### src/rtl/ser_rx_pkg.sv
package ser_rx_pkg;

    localparam int unsigned WIDE_BITS   = 16;
    localparam int unsigned NARROW_BITS = 8;
    localparam int unsigned CNT_W       = $clog2(WIDE_BITS + 1);

    typedef logic [WIDE_BITS-1:0] word_t;
    typedef logic [CNT_W-1:0]     bitcnt_t;

    typedef enum logic {
        ST_WAIT_FS,
        ST_SHIFT
    } rx_state_e;

    typedef struct packed {
        logic  done;
        word_t data;
    } rx_beat_t;

    function automatic bitcnt_t bits_for_mode(input logic wide);
        return wide ? bitcnt_t'(WIDE_BITS) : bitcnt_t'(NARROW_BITS);
    endfunction

endpackage

### src/rtl/ser_rx_sync.sv
module ser_rx_sync #(
    parameter int unsigned STAGES = 2
) (
    input  logic clk,
    input  logic rst,
    input  logic d,
    output logic q
);
    logic [STAGES-1:0] chain;

    always_ff @(posedge clk) begin
        if (rst) chain <= '0;
        else     chain <= {chain[STAGES-2:0], d};
    end

    assign q = chain[STAGES-1];
endmodule

### src/rtl/ser_rx_deser.sv
module ser_rx_deser
    import ser_rx_pkg::*;
(
    input  logic     clk,
    input  logic     rst,
    input  logic     bclk_s,
    input  logic     fs_s,
    input  logic     sd_s,
    input  logic     wide,
    output rx_beat_t beat
);
    localparam bitcnt_t ONE = bitcnt_t'(1);

    rx_state_e state;
    bitcnt_t   cnt;
    bitcnt_t   len;
    word_t     sh;
    logic      bclk_prev;
    logic      rise;
    word_t     sh_next;

    assign rise    = bclk_s & ~bclk_prev;
    assign sh_next = {sh[WIDE_BITS-2:0], sd_s};

    always_ff @(posedge clk) begin
        if (rst) begin
            state     <= ST_WAIT_FS;
            cnt       <= '0;
            len       <= bitcnt_t'(NARROW_BITS);
            sh        <= '0;
            bclk_prev <= 1'b0;
            beat      <= '0;
        end else begin
            bclk_prev <= bclk_s;
            beat.done <= 1'b0;
            if (rise) begin
                case (state)
                    ST_WAIT_FS: begin
                        if (fs_s) begin
                            state <= ST_SHIFT;
                            cnt   <= '0;
                            sh    <= '0;
                            len   <= bits_for_mode(wide);
                        end
                    end
                    ST_SHIFT: begin
                        sh  <= sh_next;
                        cnt <= cnt + ONE;
                        if (cnt == len - ONE) begin
                            beat.done <= 1'b1;
                            beat.data <= sh_next;
                            state     <= ST_WAIT_FS;
                        end
                    end
                    default: state <= ST_WAIT_FS;
                endcase
            end
        end
    end
endmodule

### src/rtl/ser_rx_hold.sv
module ser_rx_hold
    import ser_rx_pkg::*;
(
    input  logic     clk,
    input  logic     rst,
    input  rx_beat_t beat,
    input  logic     take,
    input  logic     busy,
    output word_t    word,
    output logic     valid,
    output logic     wait_o,
    output logic     err
);
    always_ff @(posedge clk) begin
        if (rst) begin
            word  <= '0;
            valid <= 1'b0;
            err   <= 1'b0;
        end else if (beat.done) begin
            if (valid && !take) begin
                err <= 1'b1;
            end else begin
                word  <= beat.data;
                valid <= 1'b1;
            end
        end else if (take) begin
            valid <= 1'b0;
        end
    end

    assign wait_o = valid | busy;
endmodule

### src/rtl/ser_word_rx.sv
module ser_word_rx
    import ser_rx_pkg::*;
#(
    parameter int unsigned SYNC_STAGES = 2
) (
    input  logic                 clk,
    input  logic                 rst,
    input  logic                 bclk_in,
    input  logic                 fsync_in,
    input  logic                 sdata_in,
    input  logic                 wide_mode,
    input  logic                 word_take,
    input  logic                 busy_in,
    output logic [WIDE_BITS-1:0] rx_word,
    output logic                 rx_valid,
    output logic                 rx_wait,
    output logic                 overrun_err
);
    localparam int unsigned NUM_LINES = 3;

    logic [NUM_LINES-1:0] raw_lines;
    logic [NUM_LINES-1:0] sync_lines;
    rx_beat_t             beat;

    assign raw_lines = {sdata_in, fsync_in, bclk_in};

    for (genvar g = 0; g < NUM_LINES; g++) begin : g_sync
        ser_rx_sync #(.STAGES(SYNC_STAGES)) u_sync (
            .clk (clk),
            .rst (rst),
            .d   (raw_lines[g]),
            .q   (sync_lines[g])
        );
    end

    ser_rx_deser u_deser (
        .clk    (clk),
        .rst    (rst),
        .bclk_s (sync_lines[0]),
        .fs_s   (sync_lines[1]),
        .sd_s   (sync_lines[2]),
        .wide   (wide_mode),
        .beat   (beat)
    );

    ser_rx_hold u_hold (
        .clk    (clk),
        .rst    (rst),
        .beat   (beat),
        .take   (word_take),
        .busy   (busy_in),
        .word   (rx_word),
        .valid  (rx_valid),
        .wait_o (rx_wait),
        .err    (overrun_err)
    );
endmodule

### config.mk
export PLATFORM = sky130hd
export DESIGN_NAME = ser_word_rx
export DESIGN_NICKNAME = d
export VERILOG_FILES = /design/src/rtl/ser_rx_pkg.sv /design/src/rtl/ser_rx_sync.sv /design/src/rtl/ser_rx_deser.sv /design/src/rtl/ser_rx_hold.sv /design/src/rtl/ser_word_rx.sv
export SDC_FILE = /design/constraint.sdc
export NUM_CORES = 1
export LEC_CHECK = 0
export BUFFER_PORTS_ARGS = -buffer_cell sky130_fd_sc_hd__buf_2
export CORE_MARGIN = 5
export CORE_UTILIZATION = 44
export CTS_BUF_LIST = sky130_fd_sc_hd__clkbuf_4 sky130_fd_sc_hd__clkbuf_8
export DETAILED_ROUTE_END_ITERATION = 10
export SLEW_MARGIN = 20
export SYNTH_ARGS = -nofsm -noshare
export SYNTH_HDL_FRONTEND = slang
export SYNTH_SLANG_ARGS = --single-unit
### constraint.sdc
create_clock -name clk -period 1.7 [get_ports clk]
set_clock_uncertainty 0.2 [all_clocks]
set_input_delay 0.255 -clock clk [delete_from_list [all_inputs] [get_ports clk]]
set_output_delay 0.255 -clock clk [all_outputs]
set_load 0.01 [all_outputs]
==> results by group <==
STA
  • Final hold slack: 0.1368 ns
  • Final setup margin: 0.1306 ns
  • Final worst path period need: 1.569 ns
  • Peak Freq: 637.2 MHz
  • Hold Violations, Final: 0
  • Worst Tran Pin Value: 0.5923 ns
  • Final max-slew violation count: 0
  • Worst rel slew slack: 0.6033
  • Final period utilization: 0.9232
  • RSZ-0062 raised after global routing: no
  • Final setup violation count: 0

Synth
  • Synth Register Bits: 65
  • Post-Syn Area per Cell: 9.459 um^2
  • Synth warn: 0
  • Syn Inst Count: 257
  • Sequential area share after synthesis: 0.5353
  • Top cells by area, synth: dfxtp_1 54%, nand2b_1 8.5%, mux2i_1 7.4%, a22oi_1 4.9%, nand2_1 4.9%
  • Synth unique cells: 25
  • Yosys top cell area share: 0.5353
  • Area of the mapped netlist: 0.002431 mm^2
  • Syn_nets: 266
  • Top cell type by total area after synthesis: dfxtp_1

Placement
  • Post-DP HPWL: 2835 um
  • Placed Cells incl. Taps: 348
  • GPL Wtd Cong: 0.7052
  • Cell Area, Placed: 0.002663 mm^2
  • Port Buffers: 26
  • Pre-CTS WS: -0.09099 ns

GRT
  • Initial antenna violation count: 0
  • Total global routing overflow: 0
  • GRT Total Usage: 0.1350
  • Vias in the first global route: 1651
  • Largest net degree at the start of global routing: 28
  • First-pass GRT wire length: 7817 um

Floorplanning
  • Chip Width: 84.33 um
  • Core ar.: 0.005439 mm^2
  • Core Rows: 27
  • Starting Density: 0.4470
  • Num ports: 27
  • Die Ht: 84.33 um
  • Die area: 0.007112 mm^2

Clock network
  • CTS Root Cell: clkbuf_8
  • CTS Buf Count: 9
  • Max clock buf depth: 2
  • Clock Sinks: 65
  • Clock transition at the registers of the reported paths: 0.07 ns
  • CTS tree: built
  • Clk_lat worst skew: 0.33 ns
  • H-tree levels: 3

Pwr
  • Lkg Pwr: 1.061 nW
  • Internal: 0.002170 W
  • Combinational share of power: 0.027
  • Sw frac: 0.2210
  • Sequential share of power: 0.550
  • Clock share of power: 0.422
  • Worst vdd ir: 0.6450 mV
  • Switching pwr: 0.0006156 W
  • Tot Pwr: 0.002786 W
  • PD cells: 958.9 mW/mm^2

Detailed routing
  • Avg WL per Cell: 11.75 um
  • Antenna-violating nets left: 0
  • Remaining DRCs: 0
  • Routed WL: 4347 um
  • Iter 0 DRT Violations: 107
  • Vias per cell: 4.768
  • Vias after detailed routing: 1764
  • 1st-pass router iterations: 4

Critical path
  • Crit-path cells: ha_2 > nand3_1 > nor2_4 > buf_12 > mux2i_1
  • Worst Reg-to-Reg Cells: 5
  • Critical path's top delay family: flip-flops
  • Worst r2r dst: u_deser.beat[2]$_SDFFE_PP0P_
  • Worst Setup End Kind: flop
  • Crit-path slowest cell: dfxtp_1
  • Crit path from: u_deser.cnt[0]$_SDFFE_PP0P_
  • CP required: 1.76 ns
  • Critical path depth in cells: 5
  • Flop2flop setup slack: 0.13 ns
  • Critical Path AT: 1.63 ns
  • CP Max Fanout: 17
  • Worst Path Buf+Inv: 1
  • Reg2Reg Launch Point: u_deser.cnt[0]$_SDFFE_PP0P_
  • Setup crit end: u_deser.beat[2]$_SDFFE_PP0P_
  • Slowest stage delay, CP: 0.37 ns
  • Critical path launch point type: flop
  • Crit Path Class: reg2reg

Min path
  • HP Class: in2reg
  • Hold_sp: word_take

Cells and area
  • # nets final: 302
  • Seq. cell area: 0.001301 mm^2
  • Fraction of layout cells with a size suffix above 1: 0.2081
  • Multi-input combinational cell area: 0.001047 mm^2
  • Fillers: 545
  • Post-route insts no fill: 370
  • Area Growth Syn to Fin: 19.51%
  • # diodes: 0
  • Fin area: 0.002905 mm^2

Outcome
  • Status: finished, final reports clean

Job
  • Max Cap Violations: 0
-- synth_stat cells --
cell type	n
dfxtp_1	65
nand2b_1	33
nand2_1	32
nor2_1	22
a21oi_1	21
mux2i_1	18
a22oi_1	16
nor2b_1	13
clkbuf_1	11
buf_2	4
nand3_1	3
or2_2	3
nand3b_1	2
nand4_1	2
nor3_1	2
a211o_1	1
and3b_1	1
buf_12	1
buf_4	1
ha_1	1
mux2i_2	1
nor2_4	1
o21ai_0	1
o21ai_1	1
xnor2_1	1
-- layout make-up --
| class | instances | share of cell area |
|---|---|---|
| Clock buffer | 11 | 0.05211 |
| Sequential cell | 65 | 0.4479 |
| Multi-Input combinational cell | 175 | 0.3605 |
| Timing Repair Buffer | 42 | 0.09819 |
| Tap cell | 72 | 0.03101 |
| Clock inverter | 5 | 0.01034 |
-- per-layer routing --
layer | global-route usage | up-vias | wire length [um]
met1 | 0.1884 | 806 | 2248
met4 | 0.04748 | 0 | 29
li1 | - | 930 | -
met2 | 0.1937 | 26 | 1876
met3 | 0.04711 | 2 | 193
met5 | 0 | - | 0
-- registers in the layout, summed over array words and instances (netlist names) --
signal and flops:
u_deser.beat 17, u_hold.word 16, u_deser.sh 15, g_sync.u_sync.chain 6, u_deser.cnt 5, u_deser.len 2
u_deser.bclk_prev 1, u_deser.state 1, u_hold.err 1, u_hold.valid 1
-- worst min-delay path, stage by stage --
cell and delay [ns]:
buf_2 0.07, nor2b_1 0.05, buf_4 0.13, nor2_1 0.08, nor2_1 0.04
-- power by group through the flow --
stage                     registers, W  clock network, W  logic (W)
after floorplan                0.00157                 0  0.0000447
after global placement         0.00157                 0  0.0000693
after detailed placement       0.00157                 0  0.0000700
after CTS                      0.00153           0.00121  0.0000771
after global routing           0.00153           0.00130  0.0000846
final                          0.00153           0.00118  0.0000762
-- logic make-up after synthesis --
| logic type | Yosys count | synth area share |
|---|---|---|
| xor+xnor | 1 | 0.003603 |
| buf+inv | 17 | 0.03654 |
| simple gates | 114 | 0.2393 |
| fa+ha+maj | 1 | 0.005146 |
| compound gates | 40 | 0.1004 |
| mux | 19 | 0.07977 |
| flops | 65 | 0.5353 |
-- worst min-delay path by stage --
| stage | endpoint | depth (start not counted) |
|---|---|---|
| after floorplan | g_sync[0].u_sync.chain[0]$_SDFF_PP0_ | 1 |
| after global placement | g_sync[1].u_sync.chain[1]$_SDFF_PP0_ | 1 |
| after detailed placement | g_sync[1].u_sync.chain[1]$_SDFF_PP0_ | 1 |
| after CTS | u_hold.valid$_SDFFE_PP0P_ | 5 |
| after global routing | u_hold.valid$_SDFFE_PP0P_ | 5 |
| final | u_hold.valid$_SDFFE_PP0P_ | 5 |
-- stage by stage --
stage	setup TNS [ns]	util
6_report	0	0.5342
3_5_place_dp	-1.127	0.4895
4_1_cts	0	0.5307
5_1_grt	0	0.5342
2_1_floorplan	0	-
3_3_place_gp	-0.5376	0.4895
-- layout by cell type (no fill, tap or decap), types with 2 or more instances in the layout --
| cell | netlist | layout |
|---|---|---|
| nand4_1 | 2 | 2 |
| nor3_1 | 2 | 2 |
| a21oi_1 | 21 | 21 |
| nand3_1 | 3 | 3 |
| clkbuf_8 | 0 | 11 |
| clkinvlp_4 | 0 | 2 |
| nand3b_1 | 2 | 2 |
| nor2b_1 | 13 | 12 |
| mux2i_1 | 18 | 18 |
| nand2b_1 | 33 | 33 |
| nor2_1 | 22 | 22 |
| buf_2 | 4 | 26 |
| or2_2 | 3 | 3 |
| dlygate4sd3_1 | 0 | 4 |
| buf_12 | 1 | 2 |
| buf_4 | 1 | 10 |
| dfxtp_1 | 65 | 65 |
| clkinv_2 | 0 | 3 |
| nand2_1 | 32 | 32 |
| a22oi_1 | 16 | 16 |
-- timing repair --
action,4_1_cts,5_1_grt
endpoints found under the hold margin,4,0
pin swaps,0,1
endpoints found under the setup margin,16,16
buffers inserted,0,2
hold buffers,4,0
gates resized for setup,1,2
Note: power is estimated with default switching activity, not from simulation.
